--- config.mk ---
export PLATFORM = sky130hd
export DESIGN_NAME = ctl_regfile
export DESIGN_NICKNAME = d
export VERILOG_FILES = /design/src/rtl/ctl_regfile_pkg.sv /design/src/rtl/ctl_mode_fsm.sv /design/src/rtl/ctl_bank_regs.sv /design/src/rtl/ctl_read_mux.sv /design/src/rtl/ctl_regfile.sv
export SDC_FILE = /design/constraint.sdc
export NUM_CORES = 1
export LEC_CHECK = 0
export BUFFER_PORTS_ARGS = -buffer_cell sky130_fd_sc_hd__buf_2
export CORE_MARGIN = 1.5
export CORE_UTILIZATION = 30
export DETAILED_ROUTE_END_ITERATION = 12
export GPL_TIMING_DRIVEN = 1
export PLACE_DENSITY_LB_ADDON = 0.12
export SLEW_MARGIN = 0
export SYNTH_ARGS = -nofsm -noshare
export SYNTH_HDL_FRONTEND = slang
export SYNTH_SLANG_ARGS = --single-unit
--- constraint.sdc ---
create_clock -name clk -period 5.77 [get_ports clk]
set_clock_uncertainty 0.2 [all_clocks]
set_input_delay 1.154 -clock clk [delete_from_list [all_inputs] [get_ports clk]]
set_output_delay 1.154 -clock clk [all_outputs]
set_load 0.05 [all_outputs]
--- src/rtl/ctl_regfile_pkg.sv ---
package ctl_regfile_pkg;

    // Stack mode: which stack pointer currently lives in R15.
    typedef enum logic {
        ISP_LIVE = 1'b0,
        USP_LIVE = 1'b1
    } stk_mode_t;

    // Control register indices.
    localparam int unsigned CR_STAT    = 0;
    localparam int unsigned CR_COND    = 1;
    localparam int unsigned CR_ISP     = 2;
    localparam int unsigned CR_USP     = 3;
    localparam int unsigned CR_GP_BASE = 4;
    localparam int unsigned CR_BPC     = 6;
    localparam int unsigned CR_BBST    = 8;
    localparam int unsigned CR_BBPC    = 9;

    // Bit positions inside the status word.
    localparam int unsigned ST_MODE_BIT = 7;
    localparam int unsigned ST_KEEP_BIT = 6;
    localparam int unsigned ST_COND_BIT = 0;
    localparam int unsigned ST_BK_LSB   = 8;

endpackage

--- src/rtl/ctl_mode_fsm.sv ---
module ctl_mode_fsm
    import ctl_regfile_pkg::*;
(
    input  logic      clk,
    input  logic      rst,
    input  logic      st_wr,
    input  logic      new_mode,
    output stk_mode_t mode,
    output logic      swap_in,
    output logic      swap_out
);

    stk_mode_t state_q;
    stk_mode_t state_d;

    // Next-state logic.
    always_comb begin
        state_d = state_q;
        unique case (state_q)
            ISP_LIVE: if (st_wr && new_mode)  state_d = USP_LIVE;   // TO_USER
            USP_LIVE: if (st_wr && !new_mode) state_d = ISP_LIVE;   // TO_INTR
        endcase
    end

    // State register.
    always_ff @(posedge clk) begin
        if (rst) state_q <= ISP_LIVE;
        else     state_q <= state_d;
    end

    // Outputs.
    always_comb begin
        swap_in  = 1'b0;
        swap_out = 1'b0;
        unique case (state_q)
            ISP_LIVE: swap_in  = st_wr && new_mode;
            USP_LIVE: swap_out = st_wr && !new_mode;
        endcase
    end

    assign mode = state_q;

endmodule

--- src/rtl/ctl_bank_regs.sv ---
module ctl_bank_regs
    import ctl_regfile_pkg::*;
#(
    parameter int DW    = 32,
    parameter int IDX_W = 4,
    parameter int N_GP  = 2
) (
    input  logic                     clk,
    input  logic                     rst,
    input  logic                     wr_en,
    input  logic [IDX_W-1:0]         wr_idx,
    input  logic [DW-1:0]            wr_data,
    input  logic [DW-1:0]            sp_in,
    input  stk_mode_t                mode,
    input  logic                     swap_in,
    input  logic                     swap_out,
    output logic [2:0]               bk_st_q,
    output logic                     keep6_q,
    output logic                     cond_q,
    output logic [DW-1:0]            isp_q,
    output logic [DW-1:0]            usp_q,
    output logic [N_GP-1:0][DW-1:0]  gp_q,
    output logic [DW-1:1]            bpc_q,
    output logic [2:0]               bbst_q,
    output logic [DW-1:1]            bbpc_q
);

    logic w_stat, w_cond, w_isp, w_usp, w_bpc, w_bbst, w_bbpc;

    assign w_stat = wr_en && (wr_idx == IDX_W'(CR_STAT));
    assign w_cond = wr_en && (wr_idx == IDX_W'(CR_COND));
    assign w_isp  = wr_en && (wr_idx == IDX_W'(CR_ISP)) && (mode == USP_LIVE);
    assign w_usp  = wr_en && (wr_idx == IDX_W'(CR_USP)) && (mode == ISP_LIVE);
    assign w_bpc  = wr_en && (wr_idx == IDX_W'(CR_BPC));
    assign w_bbst = wr_en && (wr_idx == IDX_W'(CR_BBST));
    assign w_bbpc = wr_en && (wr_idx == IDX_W'(CR_BBPC));

    // Status fields. Only the bits visible on read are stored.
    always_ff @(posedge clk) begin
        if (rst) begin
            bk_st_q <= '0;
            keep6_q <= 1'b0;
            cond_q  <= 1'b0;
        end else begin
            if (w_stat) begin
                bk_st_q <= {wr_data[ST_BK_LSB+7], wr_data[ST_BK_LSB+6], wr_data[ST_BK_LSB]};
                keep6_q <= wr_data[ST_KEEP_BIT];
            end
            if (w_stat || w_cond) cond_q <= wr_data[ST_COND_BIT];
        end
    end

    // Banked stack pointers.
    always_ff @(posedge clk) begin
        if (rst) begin
            isp_q <= '0;
            usp_q <= '0;
        end else begin
            if (swap_in)     isp_q <= sp_in;
            else if (w_isp)  isp_q <= wr_data;
            if (swap_out)    usp_q <= sp_in;
            else if (w_usp)  usp_q <= wr_data;
        end
    end

    // Backup program counters and second-level backup status.
    always_ff @(posedge clk) begin
        if (rst) begin
            bpc_q  <= '0;
            bbpc_q <= '0;
            bbst_q <= '0;
        end else begin
            if (w_bpc)  bpc_q  <= wr_data[DW-1:1];
            if (w_bbpc) bbpc_q <= wr_data[DW-1:1];
            if (w_bbst) bbst_q <= {wr_data[7], wr_data[6], wr_data[0]};
        end
    end

    // Plain scratch storage.
    for (genvar g = 0; g < N_GP; g++) begin : g_gp
        always_ff @(posedge clk) begin
            if (rst)
                gp_q[g] <= '0;
            else if (wr_en && (wr_idx == IDX_W'(CR_GP_BASE + g)))
                gp_q[g] <= wr_data;
        end
    end

endmodule

--- src/rtl/ctl_read_mux.sv ---
module ctl_read_mux
    import ctl_regfile_pkg::*;
#(
    parameter int DW    = 32,
    parameter int IDX_W = 4,
    parameter int N_GP  = 2
) (
    input  logic [IDX_W-1:0]         rd_idx,
    input  stk_mode_t                mode,
    input  logic [DW-1:0]            sp_in,
    input  logic [2:0]               bk_st_q,
    input  logic                     keep6_q,
    input  logic                     cond_q,
    input  logic [DW-1:0]            isp_q,
    input  logic [DW-1:0]            usp_q,
    input  logic [N_GP-1:0][DW-1:0]  gp_q,
    input  logic [DW-1:1]            bpc_q,
    input  logic [2:0]               bbst_q,
    input  logic [DW-1:1]            bbpc_q,
    output logic [DW-1:0]            rd_data
);

    always_comb begin
        rd_data = '0;
        case (rd_idx)
            IDX_W'(CR_STAT): begin
                rd_data[ST_BK_LSB+7] = bk_st_q[2];
                rd_data[ST_BK_LSB+6] = bk_st_q[1];
                rd_data[ST_BK_LSB]   = bk_st_q[0];
                rd_data[ST_MODE_BIT] = (mode == USP_LIVE);
                rd_data[ST_KEEP_BIT] = keep6_q;
                rd_data[ST_COND_BIT] = cond_q;
            end
            IDX_W'(CR_COND): rd_data[0] = cond_q;
            IDX_W'(CR_ISP):  rd_data = (mode == ISP_LIVE) ? sp_in : isp_q;
            IDX_W'(CR_USP):  rd_data = (mode == USP_LIVE) ? sp_in : usp_q;
            IDX_W'(CR_BPC):  rd_data = {bpc_q, 1'b0};
            IDX_W'(CR_BBPC): rd_data = {bbpc_q, 1'b0};
            IDX_W'(CR_BBST): begin
                rd_data[7] = bbst_q[2];
                rd_data[6] = bbst_q[1];
                rd_data[0] = bbst_q[0];
            end
            default: rd_data = '0;
        endcase
        for (int g = 0; g < N_GP; g++) begin
            if (rd_idx == IDX_W'(CR_GP_BASE + g)) rd_data = gp_q[g];
        end
    end

endmodule

--- src/rtl/ctl_regfile.sv ---
module ctl_regfile
    import ctl_regfile_pkg::*;
#(
    parameter int DW    = 32,
    parameter int IDX_W = 4,
    parameter int N_GP  = 2
) (
    input  logic             clk,
    input  logic             rst,
    input  logic [IDX_W-1:0] rd_idx,
    output logic [DW-1:0]    rd_data,
    input  logic             wr_en,
    input  logic [IDX_W-1:0] wr_idx,
    input  logic [DW-1:0]    wr_data,
    input  logic [DW-1:0]    sp_in,
    output logic             sp_we,
    output logic [DW-1:0]    sp_wdata
);

    stk_mode_t               mode;
    logic                    swap_in, swap_out;
    logic [2:0]              bk_st_q, bbst_q;
    logic                    keep6_q, cond_q;
    logic [DW-1:0]           isp_q, usp_q;
    logic [N_GP-1:0][DW-1:0] gp_q;
    logic [DW-1:1]           bpc_q, bbpc_q;
    logic                    st_wr, live_wr;

    assign st_wr = wr_en && (wr_idx == IDX_W'(CR_STAT));

    ctl_mode_fsm u_fsm (
        .clk      (clk),
        .rst      (rst),
        .st_wr    (st_wr),
        .new_mode (wr_data[ST_MODE_BIT]),
        .mode     (mode),
        .swap_in  (swap_in),
        .swap_out (swap_out)
    );

    ctl_bank_regs #(.DW(DW), .IDX_W(IDX_W), .N_GP(N_GP)) u_regs (
        .clk      (clk),
        .rst      (rst),
        .wr_en    (wr_en),
        .wr_idx   (wr_idx),
        .wr_data  (wr_data),
        .sp_in    (sp_in),
        .mode     (mode),
        .swap_in  (swap_in),
        .swap_out (swap_out),
        .bk_st_q  (bk_st_q),
        .keep6_q  (keep6_q),
        .cond_q   (cond_q),
        .isp_q    (isp_q),
        .usp_q    (usp_q),
        .gp_q     (gp_q),
        .bpc_q    (bpc_q),
        .bbst_q   (bbst_q),
        .bbpc_q   (bbpc_q)
    );

    ctl_read_mux #(.DW(DW), .IDX_W(IDX_W), .N_GP(N_GP)) u_rd (
        .rd_idx   (rd_idx),
        .mode     (mode),
        .sp_in    (sp_in),
        .bk_st_q  (bk_st_q),
        .keep6_q  (keep6_q),
        .cond_q   (cond_q),
        .isp_q    (isp_q),
        .usp_q    (usp_q),
        .gp_q     (gp_q),
        .bpc_q    (bpc_q),
        .bbst_q   (bbst_q),
        .bbpc_q   (bbpc_q),
        .rd_data  (rd_data)
    );

    // Writes to the live stack pointer are forwarded to R15.
    assign live_wr = wr_en &&
                     (((wr_idx == IDX_W'(CR_ISP)) && (mode == ISP_LIVE)) ||
                      ((wr_idx == IDX_W'(CR_USP)) && (mode == USP_LIVE)));

    assign sp_we    = swap_in || swap_out || live_wr;
    assign sp_wdata = swap_in  ? usp_q :
                      swap_out ? isp_q : wr_data;

endmodule

==> results of run 1 <==
[logic make-up after synthesis]
kind of cell | after synthesis | synth area share
multiplexers | 162 | 0.153
AO/OA/AOI/OAI | 348 | 0.208
flip-flops | 199 | 0.374
AND/OR/NAND/NOR | 539 | 0.209
buffers and inverters | 134 | 0.0550
[worst max-delay path, stage by stage]
cell and delay (ps):
buf_6 330, and3b_1 730, buf_4 340, a32o_1 190, nor2_1 40, a22oi_1 300
buf_2 330
[final cells by class]
class | instances | share of cell area
Inverter | 5 | 0.00153
Tap cell | 455 | 0.0465
Sequential cell | 199 | 0.325
Clock buffer | 19 | 0.0370
Timing Repair Buffer | 157 | 0.0750
Multi-Input combinational cell | 1049 | 0.501
Clock inverter | 13 | 0.0139
[state kept, by name, summed over array words and instances (netlist names), named ones only]
register	cells
u_regs.bk_st_q	3
u_regs.bpc_q	31
u_regs.cond_q	1
u_regs.bbst_q	3
u_regs.isp_q	32
u_regs.keep6_q	1
u_regs.bbpc_q	31
u_regs.gp_q	64
u_regs.usp_q	32
[layer usage]
layer / global-route usage / share of wire / vias to the layer above
met5: 0 / 0 / -
met4: 0.0484 / 0.012 / 0
met3: 0.0248 / 0.046 / 27
met2: 0.345 / 0.46 / 247
met1: 0.300 / 0.48 / 4878
li1: - / - / 4906
[cells in the final DEF (no fill, tap or decap), types with 2 or more instances in the layout]
cell,Yosys,final
buf_12,0,6
or3b_2,2,2
a311oi_1,2,2
nor2_1,88,85
buf_4,2,12
nand2b_1,3,2
o22ai_1,4,4
dfxtp_1,199,198
buf_2,30,137
and2_2,0,2
mux2_2,7,7
o21ai_0,36,36
inv_6,0,2
a211oi_2,10,10
clkbuf_8,0,2
nor2_4,0,3
bufinv_16,0,3
clkinvlp_4,0,2
or2_2,5,5
a21oi_1,172,172
nand2_1,368,366
a21boi_0,2,2
a32o_1,26,26
buf_6,0,2
clkbuf_16,0,17
mux2i_1,155,155
nor3b_2,2,2
a31oi_1,4,4
nand3_1,40,40
a22oi_1,38,38
clkinv_4,0,3
a211oi_1,42,42
clkinv_2,0,2
nor3_1,8,8
inv_1,4,4
nand3b_1,3,3
nor2b_1,7,6
a221oi_1,3,3
[power by group]
part           internal (mW)  switching (mW)  total (mW)
sequential              1.39          0.0104        1.40
combinational          0.113           0.293       0.406
clock                  0.713           0.586        1.30
total                   2.22           0.890        3.11
[how the worst max path moves through the flow]
stage	from	to	slack [ps]	cells after the start
2_1_floorplan	rd_idx[2]	rd_data[22]	1090	7
3_3_place_gp	wr_data[7]	sp_wdata[6]	940	7
3_5_place_dp	rd_idx[0]	rd_data[3]	970	7
4_1_cts	rd_idx[0]	rd_data[3]	940	7
5_1_grt	wr_data[7]	sp_wdata[14]	810	7
6_report	rd_idx[0]	rd_data[3]	960	7
==> summary by stage, run 1 <==
Clocking
Buffers added to address setup during post-CTS repair amount to 0. After clock tree synthesis, the clock-pin slew on the worst setup and hold paths is 70 ps. The H-tree was split into 4 levels. The number of clock sinks seen by CTS is 199. The maximum buffer depth of the clock tree is 2.

In this run, post-CTS repair resized a total of 0 instances. The total CTS buffers is 17. At the later pin of the worst-skew pair, clock insertion delay measures 450 ps.

The count of hold-fix buffers inserted at cts is 0. TritonCTS built the clock tree. CTS placed an instance of clkbuf_16 at the clock tree root.

Pwr
After layout, the design draws a total of 3.11 mW. In this run the power density over the cells is 254 nW/µm². VDD sags by at most 0.000202 V. The leakage power figure is 4.59 nW.

Routing
The first routing iteration left 713 violations. The length of the first detailed-routing pass in iterations is 6. The routed design has 38400 µm of wire. The residual antenna-violating net count after detailed routing is 0. The remaining design rule violation count is 0. In the final routed layout, each cell accounts on average for 20.3 µm. Dividing the detail-routed via count by the number of cells gives 5.30. The number of vias in the routed layout is 10100.

Synth
The average instance in the mapped netlist occupies 7.70 µm². The netlist uses 53 different library cells. For this run, the leading register cell type out of synthesis is dfxtp_1. After synthesis the netlist holds a flip-flop and latch count of 199.

The number of enable-type register cells in the synthesized netlist is 0. The portion of the post-synthesis area used by sequential elements is 0.374. In the synthesized netlist, the cells that appear most often are nand2_1 (368), dfxtp_1 (199), a21oi_1 (172), mux2i_1 (155), clkbuf_1 (89). The cell type with the highest aggregate area in the netlist is dfxtp_1. The share of flip-flops with an asynchronous set or reset is 0. The number of nets in the synthesized netlist is 1457.

The gate count after technology mapping is 1382. The post-synthesis instance area is 10600 µm². The area share of the largest cell type after synthesis is 0.374. After synthesis, the cell types taking the most area are dfxtp_1 (37%), mux2i_1 (15%), nand2_1 (13%). The count of synthesis-stage warnings from yosys is 0. The most repeated cell in the gate-level netlist after synthesis is nand2_1.

Timing
Setup repair after global routing left no endpoint under its margin. In the finished design, the share of the clock period the worst path needs comes to 0.834. The post-route worst hold slack is 254 ps. For the pin with the worst max-slew slack, the measured transition is 1260 ps. The achievable clock frequency is 208 MHz. Setup violations remaining at the end of the flow were counted as 0.

The number of slew-limit violations in the final report is 0. Adding up every negative setup slack in the final design gives 0 ps. The number of hold-slack violations in the final timing report is 0. The worst-case headroom to the max-slew limit is 0.155. The minimum period implied by the final worst setup slack is 4810 ps. The worst-case setup margin in the final layout is 956 ps.

Min path
The worst hold path depth is 2. The startpoint identified for the worst hold timing path is u_regs.bpc_q[7]. The min-delay analysis places its worst path in the category reg2reg. For hold timing, the worst endpoint is u_regs.bpc_q[7].

Final layout
The sequential cells in the finished layout cover a total of 3990 µm². The count of filler cells inserted in the layout is 3721. With fillers left out, the area of the finished cells amounts to 12200 µm².

The number of nets in the final layout is 1504. The area growth from synthesis to layout is 15.1%. The total inserted antenna cells is 0.

In the final layout, the multi-input gates occupy 6130 µm². In the final layout, the share of cells above drive strength 1 is 0.161. The count of cells in the finished layout, fillers not included, comes to 1897. At the end of the flow the core is filled with cells to 0.353.

Global routing
Entering global routing, the biggest net connects 124 pins. The first-pass GRT wire length is 58800 µm. After global routing the overflow that remains totals 0. The overall global routing resource usage is 0.213. The number of antenna violations at the first check in global routing is 0. The via count of the first global-routing pass was 9530.

Placed design
The congestion estimate from routability-driven global placement came to 0.747. The count of buffers added on input and output ports is 139. After detailed placement, the design holds a cell count of 1865. Prior to clock tree synthesis, the placed netlist has a worst setup slack of 966 ps. The final HPWL from detailed placement is 22800 µm.

The total cell area at the placement stage is 11600 µm².

Worst setup path
Of all nets on the critical path, the largest fanout is 33. The kind of end point of the critical path is an output pin. The setup path with the least slack is of type in2out. The worst setup path is launched from a primary input. The setup check on the worst reg-to-reg path leaves a slack of 2500 ps. The required arrival time at the worst endpoint is 4420 ps.

The arrival time reported for the critical path endpoint is 3460 ps. The end of the worst register-to-register path is u_regs.isp_q[23]. Counting cells, the worst reg-to-reg path comes to 5.

Floorplan
The initial cell density of the core is 0.306. The floorplan has 68 rows. The area of the die is 36600 µm². The vertical extent of the die is 191 µm. In this run the standard cell core region covers 34700 µm². The die is 191 µm wide.

The top-level I/O count is 140.

Run
The count of maximum capacitance violations is 0.

Status
The flow ran to the end, and the final reports show no timing, DRC or antenna violations.
(Power assumes the default switching activity.)
==> inputs of run 2 (changes only) <==
Clock period 5.77 ns to 3.9 ns, I/O delays scaled along.
==> run 2 against run 1 <==
Compared with the run above: first-iteration DRC count rose by 0.42%; sequential cell count unchanged; global-route usage rose by 0.15 points; non-clock buffer count up 21; critical path type is now reg2out.
==> summary by stage, run 2 (synthesized netlist as in run 1, its figures left out) <==
Status
The flow ran to the end, and the final reports show no timing, DRC or antenna violations.

Final layout
Ranked by flip-flop count, first place goes to u_regs.gp_q. The number of nets in the final layout is 1525 (+1.4%). The flip-flop and latch area is 3990 µm² (unchanged).

The largest registers in the layout are u_regs.gp_q x64, u_regs.isp_q x32, u_regs.usp_q x32. From synthesis to final layout, the design area changed by 17.8%. The total inserted antenna cells is 0 (unchanged). The post-route cell area is 12500 µm² (+2.4%).

The most frequent standard cell in the layout excluding fill and tap cells is nand2_1. The flip-flop count of the largest register after layout came to 64 (unchanged). The final standard cell count with taps included and fillers excluded is 1918 (+1.1%). In the layout the commonest cells are nand2_1 (366), dfxtp_1 (198), a21oi_1 (172). The fraction of layout instances using a drive strength above 1 was 0.174 (+0.0127). The area used by multi-input combinational logic is 6130 µm² (about the same). The share of the core filled with cells is 0.361 (+0.00840). The count of filler cells inserted in the layout is 3731 (+0.27%).

Routing
The length of the first detailed-routing pass in iterations came to 5 (-1). The number of vias in the routed layout came to 10100 (+0.15%). The routed wire length per instance is 20.1 µm (-0.72%).

The residual antenna-violating net count after detailed routing came to 0 (unchanged). The total length of routed wires came to 38600 µm (+0.38%). The remaining design rule violation count was 0 (unchanged). The number of DRC markers in iteration 0 was 716 (+0.42%). The via density per instance is 5.25 (-0.95%).

Floorplan
The die width is 191 µm (unchanged). The top-level I/O count is 140 (unchanged). The area of the die is 36600 µm² (unchanged). The number of placement rows is 68 (unchanged). The initial cell density of the core is 0.306 (unchanged). The vertical extent of the die is 191 µm (unchanged). The placeable core region is 34700 µm² (unchanged).

Pwr
The power per cell area is 373 nW/µm² (+47%). The worst vdd rail ir drop is 0.000326 V (+61%). The leakage power figure came to 4.74 nW (+3.2%). The total power is 4.67 mW (+50%).

Worst setup path
The required arrival time at the worst endpoint is 2920 ps (-1500 ps). The arrival time reported for the critical path endpoint is 2820 ps (-640 ps). STA classifies the critical path endpoint as an output pin. STA classifies the critical path startpoint as a register.

The critical path is of the reg2out type. The top fanout value on the critical path is 28 (-15%).

Timing
Static timing analysis puts the maximum clock frequency at 263 MHz. The total negative setup slack is 0 ps (unchanged). Setup repair after global routing left no endpoint under its margin. The post-route worst hold slack is 255 ps (+0.842 ps). After layout, the minimum clock period comes to 3800 ps. The worst-case setup margin in the final layout is 96.2 ps (-860 ps). The number of slew-limit violations in the final report is 0 (unchanged). The number of hold-slack violations in the final timing report is 0 (unchanged). The worst-case headroom to the max-slew limit is 0.308 (+0.153). The slew of the pin with the lowest slew margin was 1040 ps (-226 ps). The setup-violating endpoint count in the final report is 0 (unchanged).

The final worst-path cycle share is 0.975.

Placed design
The total cell area at the placement stage is 11900 µm² (+2.4%). The final HPWL from detailed placement is 24500 µm (+7.5%). The final weighted congestion of routability-driven global placement is 0.774 (+3.6%). The number of buffer cells added on primary ports is 139 (unchanged). The worst setup slack before clock tree synthesis is 352 ps (-614 ps).

The count of placed standard cells including taps was 1886 (+1.1%).

Clocking
The H-tree level count was 4 (unchanged). The maximum buffer depth of the clock tree came to 2 (unchanged). The number of clock sinks seen by CTS is 199 (unchanged). The later-pin clock latency in the skew report is 440 ps (about the same). The total CTS buffers is 17 (unchanged).

The CTS tree is yes. The root buffer cell is clkbuf_16. The number of buffers added for setup after CTS is 0 (unchanged). The clock-pin slew on the worst setup and hold paths is 70 ps (about the same).

Global routing
The maximum number of pins on one net before global-route repair is 88 (-29%). The total congestion overflow is 0 (unchanged). The first-pass GRT wire length is 59800 µm (+1.7%).

The overall global routing resource usage is 0.214 (+0.00147). The via count of the first global-routing pass is 9898 (+3.9%). The number of antenna violations at the first check in global routing is 0 (unchanged).

Min path
The worst hold path belongs to the class reg2reg.

Run
The count of maximum capacitance violations is 0 (unchanged).
-- run 2: cell count changes in the layout (fill, tap and decap cells not counted), moves of 2 or more --
cell / change
a21boi_0: -2
buf_12: +9
a21boi_1: +2
buf_2: -3
buf_4: +15
inv_6: +2
clkinv_4: -2
-- run 2: what timing repair did --
action                     CTS  global route
resized for setup            1             0
hold buffers                 0             0
setup endpoints to repair    4             0
-- run 2: where the power goes --
part	internal (mW)	switching [mW]	leakage (nW)	total, mW
Sequential	2.06	0.0167	1.61	2.07
Combinational	0.183	0.439	2.83	0.622
Clock	1.10	0.876	0.307	1.98
Total	3.34	1.33	4.74	4.67
-- run 2: final timing paths --
path / start / end / slack [ps] / cells past startpoint
max: register / sp_wdata[16] / 100 / 5
min: u_regs.bbpc_q[7] / u_regs.bbpc_q[7] / 260 / 2
max reg2reg: register / u_regs.isp_q[4] / 1280 / 5
min reg2reg: u_regs.bbpc_q[7] / u_regs.bbpc_q[7] / 260 / 2
-- run 2: area by class of cell --
class	count	share of cell area
inverter	5	0.00170
sequential	199	0.318
multi-input combinational	1049	0.489
clock inverter	14	0.0155
clock buffer	18	0.0350
timing repair buffer	178	0.0954
tap	455	0.0454
-- run 2: layer usage --
| layer | track usage | wire (µm) | up-vias |
|---|---|---|---|
| li1 | - | - | 4945 |
| met1 | 0.299 | 18800 | 4860 |
| met2 | 0.344 | 17700 | 235 |
| met3 | 0.0294 | 1430 | 33 |
| met4 | 0.0562 | 596 | 0 |
| met5 | 0 | 0 | - |
-- run 2: worst max-delay path, cell delays in order (launching register included) --
cell and delay (ps):
dfxtp_2 820, inv_4 380, and4_4 310, buf_4 220
o21ai_0 300, buf_2 330
